File: config.mk
export PLATFORM = sky130hd
export DESIGN_NAME = flush_trace_tracker
export DESIGN_NICKNAME = d
export VERILOG_FILES = /design/src/rtl/trk_pkg.sv /design/src/rtl/trk_seq_counter.sv /design/src/rtl/trk_branch_list.sv /design/src/rtl/flush_trace_tracker.sv
export SDC_FILE = /design/constraint.sdc
export NUM_CORES = 1
export LEC_CHECK = 0
export BUFFER_PORTS_ARGS = -buffer_cell sky130_fd_sc_hd__buf_4
export CAP_MARGIN = 30
export CORE_UTILIZATION = 40
export DETAILED_ROUTE_END_ITERATION = 6
export GPL_TIMING_DRIVEN = 0
export PLACE_DENSITY = 0.57
export SYNTH_ARGS = -nofsm -noshare
export SYNTH_HDL_FRONTEND = slang
export SYNTH_SLANG_ARGS = --single-unit
File: constraint.sdc
create_clock -name clk -period 4.35 [get_ports clk]
set_input_delay 0.6525 -clock clk [delete_from_list [all_inputs] [get_ports clk]]
set_output_delay 0.6525 -clock clk [all_outputs]
set_load 0.005 [all_outputs]
File: src/rtl/trk_pkg.sv
// Package: fetch-type codes and the decode that decides whether a code
// stands for an instruction entering the queue.
package trk_pkg;
    localparam int CODE_W = 3;
    localparam logic [CODE_W-1:0] FC_IDLE   = 3'd0;
    localparam logic [CODE_W-1:0] FC_SEQ    = 3'd1;
    localparam logic [CODE_W-1:0] FC_TARGET = 3'd2;
    localparam logic [CODE_W-1:0] FC_OTHER  = 3'd3;

    // True when the code counts as one instruction entering the queue.
    function automatic logic is_instr(input logic [CODE_W-1:0] c);
        return (c == FC_SEQ) || (c == FC_TARGET) || (c == FC_OTHER);
    endfunction
endpackage

File: src/rtl/trk_seq_counter.sv
// Sequential run counter.
// Does: subtracts the flush count (floor at zero), then adds the decoded
// fetch increment, or restores from a cancelled message's count, or clears.
// Assumes: clear and restore are never both high (top gates them).
module trk_seq_counter #(
    parameter int SEQ_W   = 8,
    parameter int FLUSH_W = 2
) (
    input  logic                       clk,
    input  logic                       rst_n,
    input  logic [trk_pkg::CODE_W-1:0] fetch_code,
    input  logic [FLUSH_W-1:0]         flush_cnt,
    input  logic                       clear,
    input  logic                       restore,
    input  logic [SEQ_W-1:0]           restore_base,
    output logic [SEQ_W-1:0]           after_flush,
    output logic [SEQ_W-1:0]           count
);
    localparam logic [SEQ_W:0] SAT = {1'b0, {SEQ_W{1'b1}}};

    logic [SEQ_W-1:0] flush_ext;
    logic [SEQ_W:0]   wide_sum;
    logic             inc;

    // Decode the increment and take the flushed instructions off the count.
    always_comb begin
        inc       = trk_pkg::is_instr(fetch_code);
        flush_ext = {{(SEQ_W-FLUSH_W){1'b0}}, flush_cnt};
        after_flush = (flush_ext > count) ? '0 : count - flush_ext;
        if (restore)
            wide_sum = {1'b0, restore_base} + {1'b0, after_flush};
        else
            wide_sum = {1'b0, after_flush} + (SEQ_W+1)'(inc);
    end

    // Register the next count: clear, else saturated sum.
    always_ff @(posedge clk) begin
        if (!rst_n)
            count <= '0;
        else if (clear)
            count <= '0;
        else if (wide_sum > SAT)
            count <= SAT[SEQ_W-1:0];
        else
            count <= wide_sum[SEQ_W-1:0];
    end

    a_r4_clear_zero: assert property (@(posedge clk) disable iff (!rst_n)
        clear |=> count == '0);
    a_r3_step_bound: assert property (@(posedge clk) disable iff (!rst_n)
        (!restore && !clear) |=> ({1'b0, count} <= {1'b0, $past(count)} + (SEQ_W+1)'(1)));
    a_r3_saturate: assert property (@(posedge clk) disable iff (!rst_n)
        (!restore && !clear && inc && flush_cnt == '0 && count == SAT[SEQ_W-1:0])
        |=> count == SAT[SEQ_W-1:0]);
endmodule

File: src/rtl/trk_branch_list.sv
// List of issued branch messages, with the cancel pulse generator.
// Does: pushes {id, count} per issued message and drops the oldest when
// full; pops the newest on a mispredict; on an exception, removes up to
// kill_n newest entries and emits them one per cycle, newest first.
// Assumes: pop_one/kill not raised while a burst has pulses pending;
// push never coincides with pop_one or kill (top gates them).
module trk_branch_list #(
    parameter int DEPTH = 4,
    parameter int SEQ_W = 8,
    parameter int ID_W  = 3,
    parameter int OCC_W = $clog2(DEPTH+1)
) (
    input  logic             clk,
    input  logic             rst_n,
    input  logic             push,
    input  logic [SEQ_W-1:0] push_seq,
    input  logic [ID_W-1:0]  push_id,
    input  logic             pop_one,
    input  logic             kill,
    input  logic [OCC_W-1:0] kill_n,
    output logic [SEQ_W-1:0] top_seq,
    output logic             has_entry,
    output logic             cancel_valid,
    output logic [ID_W-1:0]  cancel_id
);
    localparam int IDX_W = (DEPTH > 1) ? $clog2(DEPTH) : 1;
    localparam int DRN_N = (DEPTH > 1) ? DEPTH - 1 : 1;

    logic [ID_W-1:0]  ent_id  [DEPTH];
    logic [SEQ_W-1:0] ent_seq [DEPTH];
    logic [OCC_W-1:0] occ;
    logic [OCC_W-1:0] top_pos;
    logic [OCC_W-1:0] kill_take;
    logic [ID_W-1:0]  drn_id   [DRN_N];
    logic [ID_W-1:0]  drn_load [DRN_N];
    logic [OCC_W-1:0] drn_left;

    // Locate the newest entry and clamp the exception's cancel count.
    always_comb begin
        has_entry = (occ != '0);
        top_pos   = occ - OCC_W'(1);
        top_seq   = has_entry ? ent_seq[top_pos[IDX_W-1:0]] : '0;
        kill_take = (kill_n > occ) ? occ : kill_n;
    end

    // Gather the entries below the newest, in the order they will drain.
    always_comb begin
        for (int j = 0; j < DRN_N; j++) begin
            int src;
            src = int'(occ) - 2 - j;
            drn_load[j] = (src >= 0) ? ent_id[src[IDX_W-1:0]] : '0;
        end
    end

    // Maintain occupancy and entry storage.
    always_ff @(posedge clk) begin
        if (!rst_n) begin
            occ <= '0;
        end else if (kill) begin
            occ <= occ - kill_take;
        end else if (pop_one && has_entry) begin
            occ <= occ - OCC_W'(1);
        end else if (push) begin
            if (occ == OCC_W'(DEPTH)) begin
                for (int k = 0; k < DEPTH-1; k++) begin
                    ent_id[k]  <= ent_id[k+1];
                    ent_seq[k] <= ent_seq[k+1];
                end
                ent_id[DEPTH-1]  <= push_id;
                ent_seq[DEPTH-1] <= push_seq;
            end else begin
                ent_id[occ[IDX_W-1:0]]  <= push_id;
                ent_seq[occ[IDX_W-1:0]] <= push_seq;
                occ <= occ + OCC_W'(1);
            end
        end
    end

    // Produce cancel pulses: immediate one on kill/pop, then the drain.
    always_ff @(posedge clk) begin
        if (!rst_n) begin
            cancel_valid <= 1'b0;
            cancel_id    <= '0;
            drn_left     <= '0;
        end else if (kill && kill_take != '0) begin
            cancel_valid <= 1'b1;
            cancel_id    <= ent_id[top_pos[IDX_W-1:0]];
            drn_id       <= drn_load;
            drn_left     <= kill_take - OCC_W'(1);
        end else if (pop_one && has_entry && !kill) begin
            cancel_valid <= 1'b1;
            cancel_id    <= ent_id[top_pos[IDX_W-1:0]];
        end else if (drn_left != '0) begin
            cancel_valid <= 1'b1;
            cancel_id    <= drn_id[0];
            for (int k = 0; k < DRN_N-1; k++)
                drn_id[k] <= drn_id[k+1];
            drn_left <= drn_left - OCC_W'(1);
        end else begin
            cancel_valid <= 1'b0;
        end
    end

    a_r8_occ_bound: assert property (@(posedge clk) disable iff (!rst_n)
        occ <= OCC_W'(DEPTH));
    a_r8_full_stays_full: assert property (@(posedge clk) disable iff (!rst_n)
        (push && !kill && !pop_one && occ == OCC_W'(DEPTH)) |=> occ == OCC_W'(DEPTH));
    a_r6_pop_shrinks: assert property (@(posedge clk) disable iff (!rst_n)
        (pop_one && !kill && has_entry) |=> (cancel_valid && occ == $past(occ) - OCC_W'(1)));
    a_r7_drain_continues: assert property (@(posedge clk) disable iff (!rst_n)
        (drn_left != '0) |=> cancel_valid);
    a_r7_no_overlap: assert property (@(posedge clk) disable iff (!rst_n)
        (drn_left != '0) |-> (!kill && !pop_one));
endmodule

File: src/rtl/flush_trace_tracker.sv
// Top: flush and sequential count tracker for program trace.
// Does: arbitrates exception > mispredict > branch, issues branch message
// requests with the run count and a rolling id, and routes cancels.
// Assumes: no mispredict/exception while an exception burst is draining.
module flush_trace_tracker #(
    parameter  int SEQ_W   = 8,
    parameter  int ID_W    = 3,
    parameter  int DEPTH   = 4,
    parameter  int FLUSH_W = 2,
    localparam int OCC_W   = $clog2(DEPTH+1)
) (
    input  logic                       clk,
    input  logic                       rst_n,
    input  logic [trk_pkg::CODE_W-1:0] fetch_code,
    input  logic [FLUSH_W-1:0]         flush_cnt,
    input  logic                       branch_taken,
    input  logic                       mispredict,
    input  logic                       exception,
    input  logic [OCC_W-1:0]           exc_kill_n,
    output logic                       msg_valid,
    output logic [SEQ_W-1:0]           msg_seq,
    output logic [ID_W-1:0]            msg_id,
    output logic                       cancel_valid,
    output logic [ID_W-1:0]            cancel_id
);
    logic             exc_eff, mp_eff, br_eff;
    logic [SEQ_W-1:0] after_flush, count, top_seq, base_seq;
    logic             has_entry;
    logic [ID_W-1:0]  id_ctr;

    // Priority among the three indications.
    always_comb begin
        exc_eff  = exception;
        mp_eff   = mispredict & ~exception;
        br_eff   = branch_taken & ~mispredict & ~exception;
        base_seq = has_entry ? top_seq : '0;
    end

    trk_seq_counter #(.SEQ_W(SEQ_W), .FLUSH_W(FLUSH_W)) u_count (
        .clk(clk), .rst_n(rst_n), .fetch_code(fetch_code), .flush_cnt(flush_cnt),
        .clear(br_eff | exc_eff), .restore(mp_eff), .restore_base(base_seq),
        .after_flush(after_flush), .count(count)
    );

    trk_branch_list #(.DEPTH(DEPTH), .SEQ_W(SEQ_W), .ID_W(ID_W), .OCC_W(OCC_W)) u_list (
        .clk(clk), .rst_n(rst_n), .push(br_eff), .push_seq(after_flush),
        .push_id(id_ctr), .pop_one(mp_eff), .kill(exc_eff), .kill_n(exc_kill_n),
        .top_seq(top_seq), .has_entry(has_entry),
        .cancel_valid(cancel_valid), .cancel_id(cancel_id)
    );

    // Register the branch message request and advance the id.
    always_ff @(posedge clk) begin
        if (!rst_n) begin
            msg_valid <= 1'b0;
            msg_seq   <= '0;
            msg_id    <= '0;
            id_ctr    <= '0;
        end else begin
            msg_valid <= br_eff;
            if (br_eff) begin
                msg_seq <= after_flush;
                msg_id  <= id_ctr;
                id_ctr  <= id_ctr + ID_W'(1);
            end
        end
    end

    a_r9_exc_blocks_msg: assert property (@(posedge clk) disable iff (!rst_n)
        exception |=> !msg_valid);
    a_r9_mp_blocks_msg: assert property (@(posedge clk) disable iff (!rst_n)
        mispredict |=> !msg_valid);
    a_r5_id_advances: assert property (@(posedge clk) disable iff (!rst_n)
        (msg_valid && $past(msg_valid)) |-> msg_id == $past(msg_id) + ID_W'(1));
    a_r4_msg_pulse_count: assert property (@(posedge clk) disable iff (!rst_n)
        msg_valid |-> count == '0);
endmodule

; ---- Word-level counts from Yosys, hierarchy flattened
; Memory sizes are Yosys's and may differ from the RTL's. A register that Yosys moved wholly into a read port is not among the register bits.
; Cells that the tools add are included.
[op_classes]
n_addsub = 12
mul = 0
div = 0
order_cmp = 6
n_eq_ne = 6
shifts = 0
n_mux = 41
bitwise_logic = 7
reduce_logical = 20
[ops]
columns = operator, n
row1 = $ge 32x1->1 const B, 3
row2 = $mux 3, 14
row3 = $mux 8, 4
row4 = $sub 32x2->32 const B, 1
row5 = $sub 32x3->32 const B, 1
row6 = $mux 6, 3
row7 = $mux 1, 17
row8 = $reduce_bool 3->1, 5
row9 = $add 8x1->9, 1
row10 = $add 8x8->9, 1
row11 = $gt 9x8->1 const B, 1
row12 = $mux 9, 1
row13 = $sub 3x1->3 const B, 3
row14 = $gt 2x8->1, 1
row15 = $reduce_or 8->1, 1
row16 = $sub 8x2->8, 1
row17 = $add 3x1->3 const B, 2
row18 = $eq 3x2->1 const B, 2
row19 = $reduce_and 2->1, 3
row20 = $mux 2, 2
row21 = $sub 3x2->4 const B, 1
row22 = $and 1x1->1, 3
row23 = $eq 3x1->1 const B, 1
row24 = $eq 3x3->1 const B, 1
row25 = 13 further kinds, 19
[word_totals]
regBits = 39
latchBits = 0
ramBits = 44
romBits = 0
in_bits = 13
out_inout_bits = 16
elab_cells = 105
n_memories = 2
[mem_list]
columns = memory, words, word_bits, rd, rd_ports_with_merged_regs, write_ports, line
row1 = u_list.ent_seq, 4, 8, 4, 0, 4, trk_branch_list.sv:30  ; logic [SEQ_W-1:0] ent_seq [DEPTH];
row2 = u_list.ent_id, 4, 3, 7, 1, 4, trk_branch_list.sv:29  ; logic [ID_W-1:0] ent_id [DEPTH];

; ---- Longest topological paths before layout
[depth]
depth_word = 10
depth_mapped = 16
mapped_depth_nobuf = 14

; ---- Modules after synthesis
; Synthesis repeated with hierarchy kept, for this count alone.
[hier_totals]
cells_unflattened = 442
hier_area_um2 = 5180.0
[by_module_without_submodules]
columns = mod, n_inst, cells_per_inst, area_per_inst_um2
row1 = trk_branch_list, 1, 263, 3653.5
row2 = trk_seq_counter, 1, 105, 832.0
row3 = flush_trace_tracker, 1, 74, 694.4

; ---- Least setup slack after synthesis
; No wires, ideal clock.
[synth_path]
path_type = register -> register
from = reg u_list.occ[0]
to = reg u_count.count[0]
setup_ns = 0.131
arrival_time_ns = 3.653
t_required_ns = 4.219
path_slack_ns = 0.566
stages_incl_launch_ff = 17
period_less_slack_ns = 3.784
cell_sequence = dfxtp_1 buf_2 inv_1 ha_1 buf_2 clkbuf_1 mux4_2 nand2_1 o31ai_1 ha_1 fa_1 a21o_1 a21oi_1 nor2b_1 o21a_1 o41ai_4 a21oi_1
[synth_between]
elab_chain_len = 7
word_cells_on_any_way = 8
classes_between = add/sub (2) / order compare (1) / mux (3) / reduce/logical (1) / memory (1)
[synth_rtl]
columns = item, line
row1 = "start, declared", trk_branch_list.sv:31  ; logic [OCC_W-1:0] occ;
row2 = "start signal, assigned", trk_branch_list.sv:60  ; occ <= occ - kill_take;
row3 = "start signal, assigned", trk_branch_list.sv:62  ; occ <= occ - OCC_W'(1);
row4 = "start signal, assigned", trk_branch_list.sv:74  ; occ <= occ + OCC_W'(1);
row5 = $sub 3x1->3, trk_branch_list.sv:41  ; top_pos = occ - OCC_W'(1);
row6 = $mem_v2 4x8, -
row7 = $mux 8 *, flush_trace_tracker.sv:36  ; base_seq = has_entry ? top_seq : '0;
row8 = $add 8x8->9 *, trk_seq_counter.sv:31  ; wide_sum = {1'b0, restore_base} + {1'b0, after_flush};
row9 = $mux 9 *, trk_seq_counter.sv:30  ; if (restore)
row10 = $gt 9x8->1, trk_seq_counter.sv:42  ; else if (wide_sum > SAT)
row11 = $mux 8 *, trk_seq_counter.sv:42
row12 = "end signal, assigned", trk_seq_counter.sv:43  ; count <= SAT[SEQ_W-1:0];
row13 = "end signal, assigned", trk_seq_counter.sv:45  ; count <= wide_sum[SEQ_W-1:0];
row14 = "end, declared", trk_seq_counter.sv:17  ; output logic [SEQ_W-1:0] count
; Mark *: on every way between the ends. The rest lies on a longest branch, timed or not.
; A chain may end at the register's enable or synchronous reset.

; ---- Worst setup path in the final report
[layout_path]
from = reg u_list.occ[0]
to = reg u_count.count[1]
; The elaborated chain is that of the path after synthesis.

==> key figures <==
Power and ir drop
  – Sw Share: 0.3690
  – Combinational Power Share: 0.438
  – Sequential Power Share: 0.321
  – Peak VDD IR: around 0.00023 V
  – PD cells: 585.3 nW/um2
  – Pint: 0.002109 W
  – Leak Pwr: 2.207 nW
  – Net switching power: between 0.001 and 0.0015 W
  – Clock power share: 0.241

Placed design
  – Dpl cell area: 5406 um2
  – Inst Count DP: 632
  – I/O Buffers: 28
  – Final Wtd Congestion: 0.7730
  – HPWL Detailed: 8284 um

Logic synthesis
  – Async set-reset flop share out of synthesis: 0
  – Register area share after synthesis: 0.4527
  – Yosys warnings: 0
  – Synth Register Bits: 86
  – Post-synthesis cell count: 435
  – Dominant cell type by area after synthesis: edfxtp_1
  – Synth top area share: 0.3199
  – Post-Syn Area: around 5000 um2
  – Net Count, Synth: 476
  – Post-synth EDFFs: 53
  – Post-synth cell types: 60
  – Ys flop type: edfxtp_1
  – Mean Syn Cell Area: between 10 and 15 um2
  – Synth top area cells: edfxtp_1 (32%), dfxtp_1 (13%), mux4_2 (9.1%)

Floorplanning
  – Core area: 12060 um2
  – Die Y: 113.5 um
  – Die width: 113.5 um
  – IO Pins: 29
  – Row count: 40
  – Initial core utilization: 0.4124
  – Die area: 12890 um2

STA
  – Worst Tran Pin Value: approximately 0.97 ns
  – Worst rel slew slack: 0.3515
  – Worst Skew: ~0.0077 ns
  – Hold Vio Cnt, Final: 0
  – Max Freq: between 200 and 300 MHz
  – RSZ-0062 raised after global routing: no
  – Final Critical Period: between 3 and 4 ns
  – Final Slew Violations: 0
  – Setup violators final: 0
  – Crit share post-route: 0.9141

Detailed routing
  – 1st-pass router iterations: 4
  – Routed vias/inst: 5.272
  – Routed len/inst: 17.34 um
  – Residual DRC: 0
  – ANT nets after route: 0
  – DRT Wirelength: 11220 um
  – Initial DRC count: 215
  – Via count: between 3000 and 4000

Global route
  – Largest net degree at the start of global routing: 17
  – First-pass GRT wire length: 18440 um
  – Antenna violations before repair: 0
  – GRT Util Overall: 0.1917
  – Aggregate global routing overflow: 0
  – Vias in the first global route: around 3400

Layout
  – Fraction of layout cells with a size suffix above 1: 0.2568
  – Nets: 515
  – Synth-to-layout area growth: 14.81%
  – Commonest non-fill, non-tap cells in the layout: nand2_1 (62), edfxtp_1 (53), dfxtp_1 (33), a21oi_1 (29), buf_4 (29)
  – Final Instance Count excl. Fillers: around 650
  – Most common cell after layout, fill and taps aside: nand2_1
  – Design area: around 5700 um2
  – Ant diodes: 0

Worst setup path
  – Critical-path cell with the highest stage delay: fa_1
  – Worst path cell trace: clkbuf_4 > inv_1 > ha_1 > clkbuf_4 > mux4_2 > nand2_1 > o31ai_1 > ha_1 > fa_1 > a21o_1 > a21oi_1 > nor2b_1 > o21a_1 > o41ai_4 > a21oi_1
  – Slowest stage delay, CP: 0.42 ns
  – Crit end category: flip-flop
  – Worst R2R Path Depth: 15
  – WP data arrival: 4.20 ns
  – Critical path's top delay family: compound AO/OA/AOI/OAI gates
  – Setup Crit Path Kind: reg2reg
  – Req. time, crit path: 4.57 ns
  – Startpoint types: flip-flop
  – R2R Setup Slk: approximately 0.37 ns
  – Crit path buffers/inverters: 3
  – WP depth: 15
  – CP Max Fanout: 15

Clock tree
  – H-tree Lvls: 3
  – Post-CTS Setup Bufs: 0
  – Clk sink count: 86
  – Bufs on Longest Clock Path: 2
  – CTS buffer count: 9
  – Clk slew on worst S/H paths: around 0.070 ns
  – Clk Latency, worst-skew pair: roughly 0.35 ns
  – CTS tree: done
  – Root Buffer: clkbuf_16
  – CTS Hold Bufs: 0

Flow run
  – MaxCap Viol Count: 0

Outcome
  – Status: finished, final reports clean

Hold path
  – Hold path depth: 2
  – Hold Path Class: reg2reg
==> layer usage <==
| metal | global-route usage | wire length (um) | vias to the layer above |
|---|---|---|---|
| met5 | 0 | 0 | - |
| met4 | 0.05263 | 133 | 0 |
| met3 | 0.03932 | 377 | 14 |
| li1 | - | - | 1669 |
| met1 | 0.2481 | 5048 | 1673 |
| met2 | 0.3260 | 5656 | 55 |
==> cell usage after synthesis, drive strengths merged, types with 8 or more instances <==
library cell	number
a21oi	32
and3	8
buf	15
dfxtp	33
edfxtp	53
ha	25
inv	20
mux2	26
mux2i	8
mux4	20
nand2	62
nor2	27
nor2b	12
o21ai	25
xnor2	9
==> power by group through the flow <==
stage          registers [W]  clock network [W]  logic (W)
2_1_floorplan        0.00108                  0    0.00114
3_3_place_gp         0.00109                  0    0.00145
3_5_place_dp         0.00109                  0    0.00148
4_1_cts              0.00108           0.000827    0.00148
5_1_grt              0.00109           0.000851    0.00164
6_report             0.00107           0.000806    0.00146
==> cell families (layout without fill, tap and decap cells) <==
family / Yosys count / count (layout) / synth area share
and+or+nand+nor: 135 / 135 / 0.1333
DFF: 86 / 86 / 0.4527
AOI/OAI and AO/OA: 81 / 81 / 0.1114
muxes: 54 / 54 / 0.1670
buffers and inverters: 38 / 82 / 0.03772
adders and majority gates: 28 / 28 / 0.07495
xor gates and xnor gates: 13 / 13 / 0.02289
==> path summary, 6_finish.rpt <==
check,startpoint,end
worst min-delay path,msg_seq[1]$_SDFFE_PN0P_,msg_seq[1]$_SDFFE_PN0P_
worst min register to register,msg_seq[1]$_SDFFE_PN0P_,msg_seq[1]$_SDFFE_PN0P_
worst max-delay path,u_list.occ[0]$_SDFFE_PN0P_,u_count.count[1]$_SDFF_PP0_
worst max register to register,u_list.occ[0]$_SDFFE_PN0P_,u_count.count[1]$_SDFF_PP0_
==> flip-flops by register name, indices dropped and copies added (netlist names) <==
register and cells:
u_list.cancel_valid 1, msg_id 3, u_list.drn_left 3, id_ctr 3, msg_valid 1, u_list.occ 3, u_list.ent_id 12, msg_seq 8
u_list.cancel_id 3, u_count.count 8, u_list.ent_seq 32, u_list.drn_id 9
==> cell type report <==
| cell class | count | area (um2) |
|---|---|---|
| buffer | 17 | 113.9 |
| clock buffer | 9 | 225.2 |
| clock inverter | 7 | 78.83 |
| fill | 1142 | 6350 |
| inverter | 20 | 75.07 |
| multi-input combinational | 311 | 2535 |
| sequential | 86 | 2252 |
| tap | 168 | 210.2 |
| timing repair buffer | 29 | 221.5 |
==> through the flow <==
step | power, W | util | setup slack (ns) | setup TNS [ns] | hold slack (ns)
6_report | 0.003343 | 0.4735 | 0.3735 | 0 | 0.4603
5_1_grt | 0.003582 | 0.4735 | 0.05872 | 0 | 0.4780
4_1_cts | 0.003383 | 0.4731 | 0.1379 | 0 | 0.4639
3_5_place_dp | 0.002573 | 0.4482 | -0.3054 | -1.897 | 0.4531
3_3_place_gp | 0.002545 | 0.4473 | -0.2824 | -1.722 | 0.4475
2_1_floorplan | 0.002216 | - | 0.5661 | 0 | 0.4527
==> worst min-delay path: cells and delay by family, from the launching register on <==
kind            cells  cell delay, ns
flops               1            0.31
simple gates        1            0.05
compound gates      1            0.05
==> what timing repair did <==
| item | CTS | global route |
|---|---|---|
| gates resized for setup | 0 | 2 |
| setup endpoints to repair | 8 | 6 |
| cloned | 0 | 0 |
No activity file was read; power rests on OpenSTA's default activity.
